[src/rtl/mux_bus_pkg.sv]
package mux_bus_pkg;
    typedef enum logic [2:0] {
        ST_IDLE = 3'd0,
        ST_T1   = 3'd1,
        ST_T2   = 3'd2,
        ST_T3   = 3'd3,
        ST_TW   = 3'd4,
        ST_T4   = 3'd5
    } bus_st_e;

    localparam logic [1:0] SEG_EXTRA = 2'b00;
    localparam logic [1:0] SEG_STACK = 2'b01;
    localparam logic [1:0] SEG_CODE  = 2'b10;
    localparam logic [1:0] SEG_DATA  = 2'b11;
endpackage

[src/rtl/mbs_lane.sv]
// Byte-lane encoding, write-data steering and read-data alignment.
module mbs_lane #(
    parameter int DATA_W = 16
) (
    input  logic              word,
    input  logic              a0,
    input  logic [DATA_W-1:0] wdata,
    input  logic [DATA_W-1:0] ad_in,
    output logic              bhe_n,
    output logic [DATA_W-1:0] wbus,
    output logic [DATA_W-1:0] rdata
);
    localparam int LANE_W = DATA_W / 2;

    always_comb begin
        bhe_n = ~(word | a0);
        wbus  = word ? wdata : {2{wdata[LANE_W-1:0]}};
        if (word) begin
            rdata = ad_in;
        end else if (a0) begin
            rdata = {{LANE_W{1'b0}}, ad_in[DATA_W-1:LANE_W]};
        end else begin
            rdata = {{LANE_W{1'b0}}, ad_in[LANE_W-1:0]};
        end
    end
endmodule

[src/rtl/mbs_pins.sv]
// Decodes the registered bus state into pin values.
module mbs_pins import mux_bus_pkg::*; #(
    parameter int ADDR_W = 20,
    parameter int DATA_W = 16,
    parameter int SEG_W  = 2
) (
    input  bus_st_e             st,
    input  logic                wr,
    input  logic                io,
    input  logic [ADDR_W-1:0]   addr,
    input  logic [DATA_W-1:0]   wbus,
    input  logic                bhe_lane_n,
    input  logic [SEG_W-1:0]    seg,
    input  logic                int_en,
    output logic [DATA_W-1:0]   ad_out,
    output logic                ad_oe,
    output logic [ADDR_W-DATA_W-1:0] ah_out,
    output logic                bhe_n,
    output logic                ale,
    output logic                rd_n,
    output logic                wr_n,
    output logic                den,
    output logic                done,
    output logic                busy
);
    localparam int HI_W = ADDR_W - DATA_W;

    logic [HI_W-1:0] status;

    always_comb begin
        status         = '0;
        status[SEG_W-1:0] = seg;
        status[SEG_W]  = int_en;

        ad_out = '0;
        ad_oe  = 1'b0;
        ah_out = '0;
        bhe_n  = 1'b1;
        ale    = 1'b0;
        rd_n   = 1'b1;
        wr_n   = 1'b1;
        den    = 1'b0;
        done   = (st == ST_T4);
        busy   = (st != ST_IDLE);

        case (st)
            ST_T1: begin
                ad_out = addr[DATA_W-1:0];
                ad_oe  = 1'b1;
                ah_out = io ? '0 : addr[ADDR_W-1:DATA_W];
                bhe_n  = bhe_lane_n;
                ale    = 1'b1;
            end
            ST_T2, ST_T3, ST_TW: begin
                ad_out = wr ? wbus : '0;
                ad_oe  = wr;
                ah_out = status;
                bhe_n  = 1'b0;
                rd_n   = wr;
                wr_n   = ~wr;
                den    = 1'b1;
            end
            ST_T4: begin
                ad_out = wr ? wbus : '0;
                ad_oe  = wr;
                ah_out = status;
                bhe_n  = 1'b0;
                den    = 1'b1;
            end
            default: ;
        endcase
    end
endmodule

[src/rtl/mux_bus_seq.sv]
// Bus cycle sequencer: T1, T2, T3, wait states, T4.
module mux_bus_seq import mux_bus_pkg::*; #(
    parameter int ADDR_W = 20,
    parameter int DATA_W = 16,
    parameter int SEG_W  = 2
) (
    input  logic                     clk,
    input  logic                     rst_n,
    input  logic                     req_valid,
    input  logic [ADDR_W-1:0]        req_addr,
    input  logic [DATA_W-1:0]        req_wdata,
    input  logic                     req_write,
    input  logic                     req_io,
    input  logic                     req_word,
    input  logic [SEG_W-1:0]         req_seg,
    input  logic                     int_en,
    input  logic                     ready,
    input  logic [DATA_W-1:0]        ad_in,
    output logic [DATA_W-1:0]        ad_out,
    output logic                     ad_oe,
    output logic [ADDR_W-DATA_W-1:0] ah_out,
    output logic                     bhe_n,
    output logic                     ale,
    output logic                     rd_n,
    output logic                     wr_n,
    output logic                     den,
    output logic [DATA_W-1:0]        rsp_rdata,
    output logic                     rsp_done,
    output logic                     busy
);
    typedef struct packed {
        bus_st_e           st;
        logic [ADDR_W-1:0] addr;
        logic [DATA_W-1:0] wdata;
        logic              wr;
        logic              io;
        logic              word;
        logic [SEG_W-1:0]  seg;
        logic [DATA_W-1:0] rdata;
    } seq_t;

    seq_t              cur_q, nxt_d;
    bus_st_e           st_q;
    logic              bhe_lane_n;
    logic [DATA_W-1:0] wbus;
    logic [DATA_W-1:0] rd_aligned;

    assign st_q = cur_q.st;

    mbs_lane #(.DATA_W(DATA_W)) u_lane (
        .word  (cur_q.word),
        .a0    (cur_q.addr[0]),
        .wdata (cur_q.wdata),
        .ad_in (ad_in),
        .bhe_n (bhe_lane_n),
        .wbus  (wbus),
        .rdata (rd_aligned)
    );

    always_comb begin
        nxt_d = cur_q;
        case (cur_q.st)
            ST_IDLE: begin
                if (req_valid) begin
                    nxt_d.st    = ST_T1;
                    nxt_d.addr  = req_addr;
                    nxt_d.wdata = req_wdata;
                    nxt_d.wr    = req_write;
                    nxt_d.io    = req_io;
                    nxt_d.word  = req_word;
                    nxt_d.seg   = req_seg;
                end
            end
            ST_T1: nxt_d.st = ST_T2;
            ST_T2: nxt_d.st = ST_T3;
            ST_T3, ST_TW: begin
                if (ready) begin
                    nxt_d.st = ST_T4;
                    if (!cur_q.wr) begin
                        nxt_d.rdata = rd_aligned;
                    end
                end else begin
                    nxt_d.st = ST_TW;
                end
            end
            ST_T4:   nxt_d.st = ST_IDLE;
            default: nxt_d.st = ST_IDLE;
        endcase
    end

    always_ff @(posedge clk or negedge rst_n) begin
        if (!rst_n) begin
            cur_q <= '0;
        end else begin
            cur_q <= nxt_d;
        end
    end

    mbs_pins #(.ADDR_W(ADDR_W), .DATA_W(DATA_W), .SEG_W(SEG_W)) u_pins (
        .st         (st_q),
        .wr         (cur_q.wr),
        .io         (cur_q.io),
        .addr       (cur_q.addr),
        .wbus       (wbus),
        .bhe_lane_n (bhe_lane_n),
        .seg        (cur_q.seg),
        .int_en     (int_en),
        .ad_out     (ad_out),
        .ad_oe      (ad_oe),
        .ah_out     (ah_out),
        .bhe_n      (bhe_n),
        .ale        (ale),
        .rd_n       (rd_n),
        .wr_n       (wr_n),
        .den        (den),
        .done       (rsp_done),
        .busy       (busy)
    );

    assign rsp_rdata = cur_q.rdata;
endmodule

[config.mk]
export PLATFORM = sky130hd
export DESIGN_NAME = mux_bus_seq
export DESIGN_NICKNAME = d
export VERILOG_FILES = /design/src/rtl/mux_bus_pkg.sv /design/src/rtl/mbs_lane.sv /design/src/rtl/mbs_pins.sv /design/src/rtl/mux_bus_seq.sv
export SDC_FILE = /design/constraint.sdc
export NUM_CORES = 1
export LEC_CHECK = 0
export BUFFER_PORTS_ARGS = -buffer_cell sky130_fd_sc_hd__buf_2
export CAP_MARGIN = 20
export CORE_UTILIZATION = 50
export DETAILED_ROUTE_END_ITERATION = 16
export PLACE_DENSITY = 0.86
export SYNTH_ARGS = -nofsm -noshare
export SYNTH_HDL_FRONTEND = slang
export SYNTH_SLANG_ARGS = --single-unit
[constraint.sdc]
create_clock -name clk -period 2.5 [get_ports clk]
set_clock_uncertainty 0.15 [all_clocks]
set_input_delay 0.125 -clock clk [delete_from_list [all_inputs] [get_ports clk]]
set_output_delay 0.125 -clock clk [all_outputs]
set_load 0.02 [all_outputs]
Yosys cells after proc, flatten, opt, wreduce, memory -nomap -nowiden
Index checks and enable logic that the tools add are counted.

cells by class
  add/sub/neg operators = 0
  multiply operators = 0
  divide/modulo/power cells = 0
  order comparisons = 0
  eq/ne operators = 6
  shift-type cells = 0
  muxes and demuxes = 16
  bitwise gates (word level) = 3
  reductions and logical operators = 7

operator list
  operator                                        number
  two-way mux 16 bit                              3
  two-way mux 44 bit                              1
  case mux 16 bit (2 select lines)                1
  case mux 3 bit (4 select lines)                 1
  two-way mux 8 bit                               1
  case mux 4 bit (2 select lines)                 1
  == test 3 x 2 -> 1 bit (second input constant)  2
  == test 3 bit (second input constant)           2
  two-way mux 1 bit                               5
  two-way mux 4 bit                               1
  case mux 1 bit (2 select lines)                 2
  OR reduction 4 bit                              1
  == test 3 x 1 -> 1 bit (second input constant)  1
  zero test 3 bit                                 1
  AND reduction 3 bit                             1
  nonzero test 3 bit                              1
  OR reduction 3 bit                              1
  inequality test 2 bit (second input constant)   1
  inverter 1 bit                                  2
  AND reduction 2 bit                             1
  OR reduction 2 bit                              1
  bitwise OR 1 bit                                1

storage, ports and cells
  register bits after elaboration = 60
  bits in latches = 0
  memory bits (writable) = 0
  memory bits (read-only) = 0
  bits of input ports = 62
  output and inout bits = 44
  word-level logic and storage cells = 40
  memories kept = 0

Depth between registers and ports, before layout
  depth in word-level cells = 3
  mapped depth = 5

By module
A second synthesis with hierarchy kept.

second synthesis, totals
  cells, all modules = 273
  area total of the unflattened synthesis = 3518.4 um^2

by module, submodules not included
  module       times used  cells an instance  area each (um^2)  sequential area each (um^2)
  mux_bus_seq  1           200                2855.2            1501.4
  mbs_lane     1           37                 364.1             0.0
  mbs_pins     1           36                 299.0             0.0

Worst setup path before layout
OpenSTA, ideal clock, no wires.

  kind = reg2out
  start = register cur_q, in the netlist st_q[1]
  end = output port ad_out[10]
  arrival time = 1.871 ns
  required time = 2.225 ns
  setup slack = 0.354 ns
  stages on the path, launching flop included = 5
  cell sequence = dfrtp_1 > buf_2 > xor2_1 > nand2_1 > o21ai_0

between the ends
  word-level cells in the longest chain between the ends = 3
  elaborated cells between the ends (all ways) = 7
  classes of those cells = 5 x eq/ne; 1 x mux; 1 x reduce/logical

ends and longest elaborated chain
  element                                                  line               text
  from (decl)                                              mux_bus_seq.sv:42  seq_t cur_q, nxt_d;
  from (signal assigned)                                   mux_bus_seq.sv:95  cur_q <= nxt_d;
  == test 3 bit or == test 3 x 2 -> 1 bit (tied branches)  mbs_pins.sv:46     case (st)
  OR reduction 4 bit (no line)                             n/a
  case mux 16 bit (2 select lines) *                       mbs_pins.sv:46
  to (decl)                                                mux_bus_seq.sv:19  output logic [DATA_W-1:0] ad_out,

Mark *: on every way between the ends. The rest lies on a longest branch, timed or not.

Worst setup path after layout
  start = register cur_q, in the netlist st_q[1]
  end = output port ad_out[12]

Same word-level chain as after synthesis.

==> results by group <==
STA
  • Minimum clock period: 2.421 ns
  • Final Worst Setup Slack: 0.07880 ns
  • Crit share post-route: 0.9685
  • RSZ-0062 raised after global routing: no
  • Hold Slack: 0.01277 ns
  • Final slew viol count: 0
  • Final hold vios: 0
  • Max Clk Rate: 0.4130 GHz
  • Setup TNS: 0 ns
  • Setup Viol. Count Final: 0
  • Worst-Margin Slew: 0.5162 ns
  • Max transition margin: 0.6551

Placed design
  • Post-place instance area: 0.003436 mm²
  • Pre-CTS WS: 0.4308 ns
  • DP HPWL: 4.171 mm
  • Port bufs: 105
  • GP Congestion: 0.7304

Floorplanning
  • Die H: 79.26 µm
  • Ports: 106
  • Core Area: 0.005642 mm²
  • Die X: 79.26 µm
  • Initial Util: 0.5289
  • Die ar.: 0.006281 mm²
  • # rows: 27

Global routing
  • Number of global-route vias before repair: 2504
  • GRT busiest layer: met2
  • First-pass GRT wire length: 11.79 mm
  • GR Overflow Total: 0
  • Initial antenna violation count: 0
  • Met1 usage: 0.2837
  • GRT Resource Usage Total: 0.2511
  • Largest net degree at the start of global routing: 61
  • Met2 usage: 0.4543
  • M3 GR Usage: 0.05862

Yosys
  • Synthesized Nets: 298
  • Largest area contributor in the netlist: dfrtp_1
  • Count of cell types in the netlist: 31
  • Avg Inst Size Synth: 12.64 µm²
  • Synth Warn #: 0
  • Seq/Total Area, Yosys: 0.5031
  • FF+latch count, synth: 60
  • Post-synth top area share: 0.5031
  • Top post-synthesis cells by area: dfrtp_1 50%, mux2_2 20%, mux2i_1 5.4%
  • Post-Syn Area: 0.002984 mm²
  • Mapped Cells: 236

Route
  • Via/cell ratio: 5.115
  • Iteration-0 DRC Markers: 77
  • Via count: 2348
  • Final ANT Viol Nets: 0
  • DRC: 0
  • Post-Route WL: 7.448 mm
  • First-pass DRT Iterations: 4
  • Routed WL per cell: 16.23 µm

Clocking
  • Resized Gates After CTS: 0
  • CTS tree: yes
  • Num CTS Buffers: 9
  • Post CTS Setup Buffer Count: 0
  • H-tree levels: 3
  • Clk_lat worst skew: 0.32 ns
  • Root Buffer: clkbuf_8
  • Hold_buf cts: 55
  • Clock sinks: 60
  • Max Root-Sink Buffers: 2
  • Clk slew on worst S/H paths: 0.07 ns

Cells and area
  • Fraction of layout cells with a size suffix above 1: 0.4832
  • Fin area: 0.004177 mm²
  • Final net count: 445
  • Layout Utilization: 0.7403
  • N_diodes: 0
  • Multi-input logic area: 0.001215 mm²
  • FF/Latch Area: 0.001501 mm²
  • Area growth syn-to-layout: 39.96%
  • # fillers: 365

Setup path
  • Crit path required time: 2.23 ns
  • CP arrival: 2.15 ns
  • Crit Path Class: reg -> out
  • Worst-path maximum fanout: 11
  • CP Launch Type: flop
  • CP endpoint kind: output pin

Outcome
  • Outcome: finished, final reports clean

Power and ir drop
  • Worst IR Drop VDD: 0.0008080 V
  • Leakage Power: 2.004 nW
  • PD cells: 1272 mW/mm²

Flow run
  • Maxcap violations: 0

Hold path
  • Hold WC Path Type: in -> reg
Yosys cell counts, drive strengths merged:
cell and instances:
or3 1, o21ai 11, dfrtp 60, and2b 1, mux2 57, a21oi 1
nor2b 1, a22o 11, nand3b 1, clkbuf 2, xnor2 1, buf 28
and2 2, nand2 20, xor2 1, mux2i 16, or3b 1, nand2b 3
inv 9, nor2 4, o21bai 1, nor3b 2, and3b 1, a2bb2oi 1
layout by cell type, fill, tap and decap left out, types with 2 or more instances in the layout:
cell             n
dfrtp_1         60
mux2_4           2
inv_1            9
nand2_1         20
buf_2          105
mux2_1           3
a22o_1          11
mux2_2          52
clkbuf_8        10
nand2b_1         3
o21ai_0         11
and2_1           2
mux2i_1         16
clkinv_2         3
buf_12           2
nor2_1           3
buf_4            4
dlygate4sd3_1   55
where the power goes:
part           total, mW  leakage [nW]  switching [mW]  internal (mW)
clock              0.845        0.0979           0.368          0.476
combinational       2.66          1.19            1.44           1.22
sequential          1.81         0.718           0.342           1.46
total               5.31          2.00            2.15           3.16
critical path, cell delays in order (launching register included):
cell	delay, ns
dfrtp_1	0.57
xor2_1	0.23
buf_4	0.18
nand2_1	0.24
o21ai_0	0.36
buf_2	0.24
logic make-up (layout without fill, tap and decap cells):
logic type / count (synthesis) / after routing / share of synthesized area
buf+inv: 39 / 190 / 0.09140
flops: 60 / 60 / 0.5031
mux: 73 / 73 / 0.2713
xor+xnor: 2 / 2 / 0.005871
simple gates: 37 / 37 / 0.06667
compound gates: 25 / 25 / 0.06164
worst paths after layout:
path	start	end	slack, ns	cells past startpoint
worst min-delay path	ad_in[0]	rsp_rdata[0]	0.01	3
worst min register to register	cur_q[35]	cur_q[35]	0.35	1
min in group asynchronous	rst_n	rsp_rdata[0]	0.18	3
worst max register to register	st_q[1]	rsp_rdata[1]	0.42	3
worst max-delay path	st_q[1]	ad_out[12]	0.08	5
max in group asynchronous	rst_n	cur_q[48]	1.75	3
metrics by stage:
step	power [mW]	cells
after floorplan	3.793	236
after global placement	4.262	389
after detailed placement	4.355	389
after CTS	5.283	459
after global routing	5.606	459
final	5.313	459
layout make-up:
class | count | share of cell area
clock inverter | 5 | 0.01258
sequential | 60 | 0.3595
timing repair buffer | 166 | 0.2744
inverter | 9 | 0.008089
clock buffer | 10 | 0.03295
multi-input combinational | 137 | 0.2909
tap | 72 | 0.02157
layer usage:
| layer | vias up | part of all wire | wire, µm |
|---|---|---|---|
| met1 | 1140 | 0.41 | 3074 |
| met5 | - | 0 | 0 |
| met2 | 98 | 0.51 | 3822 |
| li1 | 1094 | - | - |
| met4 | 0 | 0.017 | 128 |
| met3 | 16 | 0.057 | 421 |
sequential cells by signal, indices dropped and copies added, names as in the netlist:
name / cells
cur_q: 41
rsp_rdata: 16
st_q: 3
No activity file was read; power rests on OpenSTA's default activity.
